===== src/rtl/pin_capture_pkg.sv =====
package pin_capture_pkg;

    typedef enum logic [1:0] {
        MODE_PASS  = 2'b00,
        MODE_LATCH = 2'b01,
        MODE_REG   = 2'b10,
        MODE_RSVD  = 2'b11
    } cell_mode_t;

    typedef enum logic {
        SRC_LOW  = 1'b0,
        SRC_HIGH = 1'b1
    } src_state_t;

endpackage


===== src/rtl/capture_src.sv =====
module capture_src
    import pin_capture_pkg::*;
(
    input  logic clk,
    input  logic rst_n,
    input  logic term,
    input  logic strobe,
    input  logic use_strobe,
    output logic gate,
    output logic fire
);

    src_state_t state_q, state_d;
    logic       level;

    assign level = use_strobe ? strobe : term;

    always_ff @(posedge clk or negedge rst_n) begin
        if (!rst_n) state_q <= SRC_LOW;
        else        state_q <= state_d;
    end

    always_comb begin
        state_d = state_q;
        fire    = 1'b0;
        gate    = level;
        unique case (state_q)
            SRC_LOW: begin
                if (level) begin
                    fire    = 1'b1;
                    state_d = SRC_HIGH;
                end
            end
            SRC_HIGH: begin
                if (!level) state_d = SRC_LOW;
            end
        endcase
    end

    // a capture is never followed by another in the next cycle
    p_single_fire_r4: assert property (@(posedge clk) disable iff (!rst_n)
        fire |=> !fire);

endmodule


===== src/rtl/capture_cell.sv =====
module capture_cell
    import pin_capture_pkg::*;
(
    input  logic       clk,
    input  logic       rst_n,
    input  cell_mode_t mode,
    input  logic       pin,
    input  logic       gate,
    input  logic       fire,
    output logic       q
);

    logic store_q;
    logic load;

    assign load = ((mode == MODE_LATCH) && gate) || ((mode == MODE_REG) && fire);

    always_ff @(posedge clk or negedge rst_n) begin
        if (!rst_n)    store_q <= 1'b0;
        else if (load) store_q <= pin;
    end

    always_comb begin
        unique case (mode)
            MODE_PASS,
            MODE_RSVD:  q = pin;
            MODE_LATCH: q = gate ? pin : store_q;
            MODE_REG:   q = store_q;
        endcase
    end

    // closed latch keeps its value
    p_latch_hold_r2: assert property (@(posedge clk) disable iff (!rst_n)
        (mode == MODE_LATCH && !gate && $past(mode) == MODE_LATCH && !$past(gate))
        |-> $stable(q));

    // register bit changes only after a capture
    p_reg_hold_r3: assert property (@(posedge clk) disable iff (!rst_n)
        (mode == MODE_REG && $past(mode) == MODE_REG && !$past(fire))
        |-> $stable(q));

    // register bit reads zero on the first edge after reset
    p_reset_clear_r6: assert property (@(posedge clk)
        ($rose(rst_n) && mode == MODE_REG) |-> (q == 1'b0));

endmodule


===== src/rtl/pin_capture_bank.sv =====
module pin_capture_bank
    import pin_capture_pkg::*;
#(
    parameter int GROUP_W    = 4,
    parameter int NUM_GROUPS = 2,
    localparam int WIDTH     = GROUP_W * NUM_GROUPS,
    localparam int CFG_W     = 2 * WIDTH
)(
    input  logic                  clk,
    input  logic                  rst_n,
    input  logic [WIDTH-1:0]      pin_in,
    input  logic [NUM_GROUPS-1:0] group_term,
    input  logic                  addr_strobe,
    input  logic [CFG_W-1:0]      mode_cfg,
    input  logic [NUM_GROUPS-1:0] src_sel,
    output logic [WIDTH-1:0]      bus_out,
    input  logic                  rd_sel,
    input  logic                  rd_stb,
    output logic [WIDTH-1:0]      rd_data
);

    logic [NUM_GROUPS-1:0] grp_gate;
    logic [NUM_GROUPS-1:0] grp_fire;

    for (genvar g = 0; g < NUM_GROUPS; g++) begin : g_grp
        capture_src u_src (
            .clk        (clk),
            .rst_n      (rst_n),
            .term       (group_term[g]),
            .strobe     (addr_strobe),
            .use_strobe (src_sel[g]),
            .gate       (grp_gate[g]),
            .fire       (grp_fire[g])
        );

        for (genvar b = 0; b < GROUP_W; b++) begin : g_bit
            localparam int IDX = g * GROUP_W + b;
            capture_cell u_cell (
                .clk   (clk),
                .rst_n (rst_n),
                .mode  (cell_mode_t'(mode_cfg[2*IDX +: 2])),
                .pin   (pin_in[IDX]),
                .gate  (grp_gate[g]),
                .fire  (grp_fire[g]),
                .q     (bus_out[IDX])
            );
        end
    end

    // read buffer gated by select and strobe
    assign rd_data = (rd_sel && rd_stb) ? bus_out : '0;

endmodule


===== config.mk =====
export PLATFORM = sky130hd
export DESIGN_NAME = pin_capture_bank
export DESIGN_NICKNAME = d
export VERILOG_FILES = /design/src/rtl/pin_capture_pkg.sv /design/src/rtl/capture_src.sv /design/src/rtl/capture_cell.sv /design/src/rtl/pin_capture_bank.sv
export SDC_FILE = /design/constraint.sdc
export NUM_CORES = 1
export LEC_CHECK = 0
export ABC_AREA = 1
export BUFFER_PORTS_ARGS = -buffer_cell sky130_fd_sc_hd__buf_2
export CAP_MARGIN = 20
export CORE_ASPECT_RATIO = 1.5
export CORE_MARGIN = 2
export CORE_UTILIZATION = 54
export CTS_BUF_LIST = sky130_fd_sc_hd__clkbuf_2
export DETAILED_ROUTE_END_ITERATION = 8
export GPL_ROUTABILITY_DRIVEN = 0
export PLACE_DENSITY = 0.9
export SYNTH_ARGS = -nofsm -noshare
export SYNTH_HDL_FRONTEND = slang
export SYNTH_SLANG_ARGS = --single-unit

===== constraint.sdc =====
create_clock -name clk -period 1.98 [get_ports clk]
set_input_delay 0.198 -clock clk [delete_from_list [all_inputs] [get_ports clk]]
set_output_delay 0.198 -clock clk [all_outputs]
set_load 0.005 [all_outputs]

==> results.json, run 1 <==
{
  "wl_met1_mm": 1.02,
  "cellPowerDensity_mw_per_mm2": 449,
  "gr-total-overflow": 0,
  "crit_path_max_fanout": 2,
  "tns_ps": 0,
  "crit_type": "input port to output pin",
  "rrSetupSlack_ps": 1120,
  "synth.cell_area_mm2": 0.00120,
  "syn-instance-count": 196,
  "via_count": 1264,
  "coreArea_mm2": 0.00205,
  "startpoint": "mode_cfg[6]",
  "wl_met2_mm": 1.31,
  "cp.required_ps": 1780,
  "timing.final.crit_share": 0.640,
  "yosys_warnings": 0,
  "clk_path_buf_depth": 2,
  "route.detailed.drc": 0,
  "ys_types": 12,
  "period_minus_slack_ps": 1270,
  "die_area_mm2": 0.00262,
  "worstPathArrival_ps": 1070,
  "hpwl_mm": 2.13,
  "power.leakage_nw": 0.985,
  "die_y_um": 61.6,
  "cts_setup_buffers": 0,
  "finClkSkew_ps": 3.66,
  "port_buffers": 48,
  "ys_seq_area_frac": 0.209,
  "ys_ff_latch": 10,
  "start_util": 0.583,
  "layout_common_cells": "nand2_1 (60), buf_2 (48), inv_1 (46)",
  "worstHoldPathType": "input port to flop",
  "final_layout_size_suffix_gt1_frac": 0.246,
  "timing.fmax_ghz": 0.789,
  "wl_per_cell_um": 9.54,
  "syn_avg_cell_area_um2": 6.10,
  "gr-usage-all-layers": 0.210,
  "hold_slack_ps": 158,
  "insertion_delay_ps": 260,
  "run_status": "complete, no violations",
  "ant_nets": 0,
  "antenna_found_initial": 0,
  "die_width_um": 42.4,
  "grt_max_degree": 11,
  "cts_max_level": 1,
  "highest_layer": "met4",
  "r2r_cells": 5,
  "wl_mm": 2.50,
  "rows": 20,
  "grt_first_pass_wirelength_mm": 4.20,
  "peakVddDrop_mv": 0.266,
  "wl_met3_um": 140,
  "finalSetupViolations": 0,
  "syn_to_final_growth_pct": 19.5,
  "crit_path_end_kind": "output pin",
  "drt-initial-drc-count": 24,
  "n_antenna_cell": 0,
  "cts_made_buffers": 3,
  "finalHoldViolCount": 0,
  "report.final.slew_viol_count": 0,
  "clockRootBuffer": "clkbuf_2",
  "cts_tree": "yes",
  "critPathLaunchType": "input port",
  "tightest_slew_ps": 365,
  "worstReg2RegStart": "g_grp[1].u_src.state_q",
  "synth_nets": 245,
  "rsz0062_at_grt": "no",
  "fillers": 191,
  "grt_pass1_vias": 1153,
  "final_nets": 291,
  "via_per_inst": 4.82,
  "dr.pass1.iters": 4,
  "clkTransAtPathRegs_ps": 110,
  "io_pins": 49,
  "layout_commonest_cell": "nand2_1",
  "slew_headroom": 0.756,
  "cts.sinks": 10,
  "r2r-end": "g_grp[1].g_bit[3].u_cell.store_q",
  "cp-endpoint": "rd_data[3]",
  "drv_cap": 0
}
-- state kept, by name (all words and copies together) (netlist names) --
signal                      count
g_grp.g_bit.u_cell.store_q      8
g_grp.u_src.state_q             2
-- cells by family after synthesis --
group | share of synthesized area
AO/OA/AOI/OAI | 0.0669
buffers and inverters | 0.198
AND/OR/NAND/NOR | 0.359
flip-flops | 0.209
adder cells (fa/ha/maj) | 0.167
-- worst min path at each step --
stage	start	end	slack (ps)	depth (start not counted)
global placement	rst_n	g_grp[0].g_bit[2].u_cell.store_q	80	1
global route	pin_in[0]	g_grp[0].g_bit[0].u_cell.store_q	170	3
detailed placement	rst_n	g_grp[0].g_bit[2].u_cell.store_q	80	1
finish	pin_in[2]	g_grp[0].g_bit[2].u_cell.store_q	160	3
floorplan	rst_n	g_grp[0].g_bit[0].u_cell.store_q	-100	0
CTS	pin_in[5]	g_grp[1].g_bit[1].u_cell.store_q	160	3
-- cell usage after synthesis --
| library cell | number | area share |
|---|---|---|
| nand2_1 | 60 | 0.19 |
| inv_1 | 46 | 0.14 |
| nand3_1 | 24 | 0.10 |
| ha_1 | 16 | 0.17 |
| dfrtp_1 | 10 | 0.21 |
| a21oi_1 | 8 | 0.033 |
| buf_4 | 8 | 0.050 |
| nor2_1 | 8 | 0.025 |
| o21ai_1 | 8 | 0.033 |
| nand2_2 | 5 | 0.026 |
| nand2_4 | 2 | 0.019 |
| inv_2 | 1 | 0.0031 |
-- metrics by stage --
stage,worst slack (ps),utilization,cells,power [mW],area [um2]
floorplan,951,-,196,0.453,1200
global placement,720,0.684,258,0.524,1400
detailed placement,700,0.684,258,0.532,1400
CTS,695,0.696,262,0.649,1430
global route,599,0.696,262,0.700,1430
finish,713,0.696,262,0.642,1430
-- per-layer routing --
metal  vias to the layer above  global-route usage
met2                        40               0.431
li1                        673                   -
met3                         4              0.0205
met1                       547               0.216
met5                         -                   0
met4                         0              0.0804
-- area by class of cell --
class	count	area (um2)	area share
timing repair buffer	49	250	0.175
tap	22	27.5	0.0193
inverter	47	176	0.123
sequential	10	250	0.175
multi-input combinational	131	709	0.496
clock buffer	3	15.0	0.0105
-- report_power, final --
group	internal (mW)	switching, mW	total, mW	leakage (nW)
sequential	0.240	0.00899	0.249	0.122
clock	0.0413	0.0741	0.115	0.0125
combinational	0.117	0.160	0.277	0.850
total	0.399	0.243	0.642	0.985
-- worst max-delay path, cell delays in order --
cell	delay (ps)
buf_2	90
inv_1	40
ha_1	300
nor2_1	100
nand2_1	70
a21oi_1	130
buf_2	130
-- repair_timing --
item                                   CTS  global route
endpoints found under the hold margin   10             0
setup endpoints to repair                0             0
gates resized for setup                  0             0
hold buffers                             1             0
No activity file was read; power rests on OpenSTA's default activity.
==> run 2: changes to the inputs <==
- CORE_UTILIZATION: 54 -> 50
- PLACE_DENSITY: 0.9 -> 0.85
- clock period: 1.98 -> 1.3 ns (I/O delays scaled with it)
==> run 2 against run 1 <==
  * Sequential share of layout area shrank 0.11 points
  * Global-route usage up 0.11 points
  * Utilization is 6.0 points lower
  * Non-clock buffer count unchanged
  * Largest cell class unchanged
==> results.json, run 2 (synthesis gave the netlist of run 1 again) <==
{
  "tightest_slew_ps": 400,
  "critPathLaunchType": "flop",
  "dr.pass1.iters": 4,
  "insertion_delay_ps": 240,
  "top_register": "g_grp.g_bit.u_cell.store_q",
  "via_per_inst": 4.81,
  "drv_cap": 0,
  "crit_path_max_fanout": 2,
  "power.leakage_nw": 0.985,
  "hpwl_mm": 2.21,
  "finClkSkew_ps": 4.10,
  "cts.sinks": 10,
  "fillers": 225,
  "report.final.slew_viol_count": 0,
  "dpl.cell_count": 259,
  "via_count": 1264,
  "start_util": 0.529,
  "slew_headroom": 0.732,
  "grt_first_pass_wirelength_mm": 4.54,
  "crit_type": "flop to output pin",
  "pwr-share-clk": 0.166,
  "final_util": 0.636,
  "antenna_found_initial": 0,
  "top_regs": "g_grp.g_bit.u_cell.store_q x8, g_grp.u_src.state_q x2",
  "grt_max_degree": 11,
  "rows": 21,
  "fin_cells": 263,
  "n_antenna_cell": 0,
  "cp.required_ps": 1170,
  "final_layout_size_suffix_gt1_frac": 0.254,
  "final_nets": 291,
  "switching_share": 0.371,
  "ant_nets": 0,
  "gr-usage-all-layers": 0.211,
  "clkTransAtPathRegs_ps": 100,
  "port_buffers": 48,
  "wl_mm": 2.52,
  "timing.final.crit_share": 0.909,
  "gr-total-overflow": 0,
  "crit_path_end_kind": "output pin",
  "crit_path_top_delay_cell": "dfrtp_1",
  "finalSetupViolations": 0,
  "die_y_um": 63.9,
  "clk_path_buf_depth": 2,
  "die_width_um": 43.9,
  "switchingPower_uw": 359,
  "cts_made_buffers": 3,
  "largest_register_ffs": 8,
  "multi_input_area_um2": 717,
  "cts_max_level": 1,
  "run_status": "complete, no violations",
  "grt_pass1_vias": 1218,
  "clockRootBuffer": "clkbuf_2",
  "period_minus_slack_ps": 1180,
  "io_pins": 49,
  "peakVddDrop_mv": 0.365,
  "finalHoldViolCount": 0,
  "syn_to_final_growth_pct": 20.2,
  "die_area_mm2": 0.00281,
  "crit_chain": "inv_1, nor2_1, nand2_1, a21oi_1, buf_2",
  "cts_tree": "yes",
  "cellPowerDensity_mw_per_mm2": 673,
  "intPower_uw": 609,
  "critPathMaxStageDelay_ps": 350,
  "worstPathArrival_ps": 1050,
  "layout_commonest_cell": "nand2_1",
  "comb_power_share": 0.439,
  "layout_common_cells": "nand2_1 (60), buf_2 (48), inv_1 (46)",
  "wl_per_cell_um": 9.57,
  "route.detailed.drc": 0,
  "timing.fmax_ghz": 0.846,
  "coreArea_mm2": 0.00226,
  "drt-initial-drc-count": 15,
  "worstHoldPathType": "input port to flop",
  "seqPwrFrac": 0.395,
  "final-seq-area_um2": 250
}
-- run 2: power groups by stage --
| stage | Clock, mW | Combinational [mW] | Sequential (mW) |
|---|---|---|---|
| after floorplan | 0 | 0.307 | 0.383 |
| after global placement | 0 | 0.414 | 0.385 |
| after detailed placement | 0 | 0.424 | 0.388 |
| after CTS | 0.170 | 0.427 | 0.383 |
| after global routing | 0.188 | 0.501 | 0.386 |
| final | 0.161 | 0.424 | 0.382 |
-- run 2: path summary, 6_finish.rpt --
path                                                   from                                to  slack, ps  cells after the start
hold reg to reg            g_grp[0].g_bit[1].u_cell.store_q  g_grp[0].g_bit[1].u_cell.store_q        530                      2
setup reg to reg                     g_grp[1].u_src.state_q  g_grp[1].g_bit[0].u_cell.store_q        420                      5
max in group asynchronous                             rst_n            g_grp[0].u_src.state_q        830                      2
min in group asynchronous                             rst_n            g_grp[1].u_src.state_q        270                      2
hold / removal                                    pin_in[3]  g_grp[0].g_bit[3].u_cell.store_q        120                      3
setup / recovery           g_grp[1].g_bit[1].u_cell.store_q                        rd_data[5]        120                      5
-- run 2: per-stage QoR --
step / power [mW] / setup slack, ps / hold slack (ps) / TNS, ps / cell area (um2)
detailed placement: 0.812 / 146 / 14.3 / 0 / 1410
global route: 1.07 / -5.37 / 106 / -5.37 / 1440
CTS: 0.981 / 89.7 / 108 / 0 / 1430
finish: 0.967 / 118 / 117 / 0 / 1440
floorplan: 0.690 / 407 / -166 / 0 / 1200
global placement: 0.799 / 174 / 13.3 / 0 / 1410
-- run 2: repair_timing --
item                                    4_1_cts  5_1_grt
hold endpoints to repair                     10        0
hold buffers                                  1        0
resized for setup                             0        2
endpoints found under the setup margin        0        2
buffers inserted                              0        0
-- run 2: worst max-delay path: cells and delay by family (launching register included) --
family	cells	cell delay [ps]
buffers and inverters	2	180
DFF	1	350
AOI/OAI and AO/OA	1	130
and+or+nand+nor	2	150
-- run 2: layout make-up --
cell class | count | area share
multi-input cells | 131 | 0.499
flip-flops and latches | 10 | 0.174
repair buffers | 49 | 0.174
inverters | 47 | 0.123
well taps | 23 | 0.0200
clock buffers | 3 | 0.0104
-- run 2: metal layers --
metal | part of all wire | vias to the layer above | GRT usage | routed length, um
met2 | 0.54 | 33 | 0.414 | 1370
met5 | 0 | - | 0 | 0
met1 | 0.40 | 552 | 0.210 | 1020
met3 | 0.047 | 2 | 0.0339 | 118
met4 | 0.0060 | 0 | 0.0682 | 15
li1 | - | 677 | - | -
==> run 3: changes to the inputs <==
- CAP_MARGIN: 20 -> default
- CELL_PAD_IN_SITES_DETAIL_PLACEMENT: default -> 1
- CELL_PAD_IN_SITES_GLOBAL_PLACEMENT: default -> 1
- CORE_UTILIZATION: 50 -> 33
- PLACE_DENSITY: 0.85 -> 0.84
==> run 3 against run 2 <==
  * Utilization fell by 21 points
  * Critical path type unchanged
  * Wire length rose by 25%
  * Register-to-register slack got worse by 20 ps
  * Critical path depth did not move
  * Clock power rose by 20%
  * Count of clock-buffer cells in the layout did not move
  * Sequential share of layout area fell by 0.49 points
  * Flip-flop and latch count did not move
  * Cell count rose by 7.6%
  * Global-route usage fell by 3.9 points
  * Critical endpoint is now rd_data[3]
==> results.json, run 3 (synthesis gave the netlist of run 1 again) <==
{
  "antenna_found_initial": 0,
  "wl_mm": 3.15,
  "die_width_um": 53.2,
  "top_regs": "g_grp.g_bit.u_cell.store_q x8, g_grp.u_src.state_q x2",
  "power.leakage_nw": 0.985,
  "dr.pass1.iters": 4,
  "cts_max_level": 1,
  "worstPathArrival_ps": 1100,
  "via_per_inst": 4.63,
  "syn_to_final_growth_pct": 23.6,
  "wl_per_cell_um": 11.1,
  "coreArea_mm2": 0.00345,
  "report.final.slew_viol_count": 0,
  "layout_common_cells": "nand2_1 (58), buf_2 (48), inv_1 (43)",
  "clk_path_buf_depth": 2,
  "cts.sinks": 10,
  "rrSetupSlack_ps": 400,
  "io_pins": 49,
  "timing.fmax_ghz": 0.813,
  "cts_made_buffers": 3,
  "worstReg2RegStart": "g_grp[0].u_src.state_q",
  "period_minus_slack_ps": 1230,
  "crit_type": "flop to output pin",
  "via_count": 1311,
  "cts_setup_buffers": 0,
  "timing.final.crit_share": 0.946,
  "run_status": "complete, no violations",
  "start_util": 0.347,
  "grt_max_degree": 11,
  "cts_tree": "yes",
  "tightest_slew_ps": 436,
  "finalSetupViolations": 0,
  "route.detailed.drc": 0,
  "crit_path_max_fanout": 2,
  "largest_register_ffs": 8,
  "grt_pass1_vias": 1385,
  "grt_first_pass_wirelength_mm": 5.46,
  "slew_headroom": 0.708,
  "final_util": 0.429,
  "drt-initial-drc-count": 16,
  "startpoint": "g_grp[0].g_bit[3].u_cell.store_q",
  "finClkSkew_ps": 17.8,
  "rsz0062_at_grt": "yes",
  "finalHoldViolCount": 0,
  "die_area_mm2": 0.00413,
  "hold_slack_ps": 82.7,
  "layout_commonest_cell": "nand2_1",
  "peakVddDrop_mv": 0.307,
  "crit_path_end_kind": "output pin",
  "cellPowerDensity_mw_per_mm2": 696,
  "critPathLaunchType": "flop",
  "worstHoldPathType": "input port to flop",
  "hpwl_mm": 2.71,
  "gr-usage-all-layers": 0.172,
  "insertion_delay_ps": 270,
  "final_nets": 291,
  "die_y_um": 77.7,
  "clockRootBuffer": "clkbuf_2",
  "port_buffers": 48,
  "final_layout_size_suffix_gt1_frac": 0.286,
  "cp-endpoint": "rd_data[3]",
  "drv_cap": 0,
  "r2r-end": "g_grp[0].g_bit[0].u_cell.store_q",
  "clkTransAtPathRegs_ps": 130,
  "ant_nets": 0,
  "n_antenna_cell": 0,
  "r2r_cells": 5,
  "cp.required_ps": 1170,
  "rows": 26,
  "top_register": "g_grp.g_bit.u_cell.store_q",
  "gr-total-overflow": 0
}
==> run 3: changes by cell type in the layout (fill, tap and decap cells not counted), sizes merged <==
| cell | change |
|---|---|
| clkinv | +1 |
==> run 3: critical path, stage by stage (launching register included) <==
cell	delay, ps
dfrtp_1	360
inv_2	40
nor2_2	110
nand2_2	70
a21oi_2	110
buf_2	130
==> run 3: worst min-delay path by stage <==
stage                                             to  startpoint  cells after the start
floorplan           g_grp[0].g_bit[0].u_cell.store_q       rst_n                      0
global placement    g_grp[0].g_bit[0].u_cell.store_q       rst_n                      1
detailed placement  g_grp[0].g_bit[0].u_cell.store_q       rst_n                      1
CTS                 g_grp[1].g_bit[0].u_cell.store_q   pin_in[4]                      3
global route        g_grp[0].g_bit[3].u_cell.store_q   pin_in[3]                      3
finish              g_grp[1].g_bit[0].u_cell.store_q   pin_in[4]                      3
==> run 3: cell type report <==
cell class	instances	area, um2
clock buffer	3	15.0
clock inverter	1	3.75
sequential	10	250
multi-input combinational	131	731
inverter	47	176
timing repair buffer	49	250
fill	493	1970
tap	42	52.6
==> run 3: where the power goes <==
group	switching [mW]	internal, mW
clock network	0.126	0.0668
registers	0.0184	0.366
logic	0.266	0.185
total	0.410	0.618
==> run 3: through the flow <==
stage	area [um2]	power, mW	setup WS, ps	cells	TNS [ps]
6_report	1480	1.03	70.2	283	0
5_1_grt	1480	1.14	-42.6	283	-60.9
4_1_cts	1460	1.03	34.0	283	0
3_5_place_dp	1430	0.829	135	278	0
3_3_place_gp	1430	0.812	146	278	0
2_1_floorplan	1200	0.690	407	196	0
==> run 3: routing by layer <==
metal	share of wire	GRT usage
met1	0.41	0.185
met2	0.53	0.331
met3	0.043	0.00577
met4	0.014	0.0692
met5	0	0
==> run 3: repair_timing <==
action,in CTS,in global routing
endpoints found under the setup margin,0,7
gates resized for setup,0,10
hold buffers,1,0
endpoints found under the hold margin,10,0
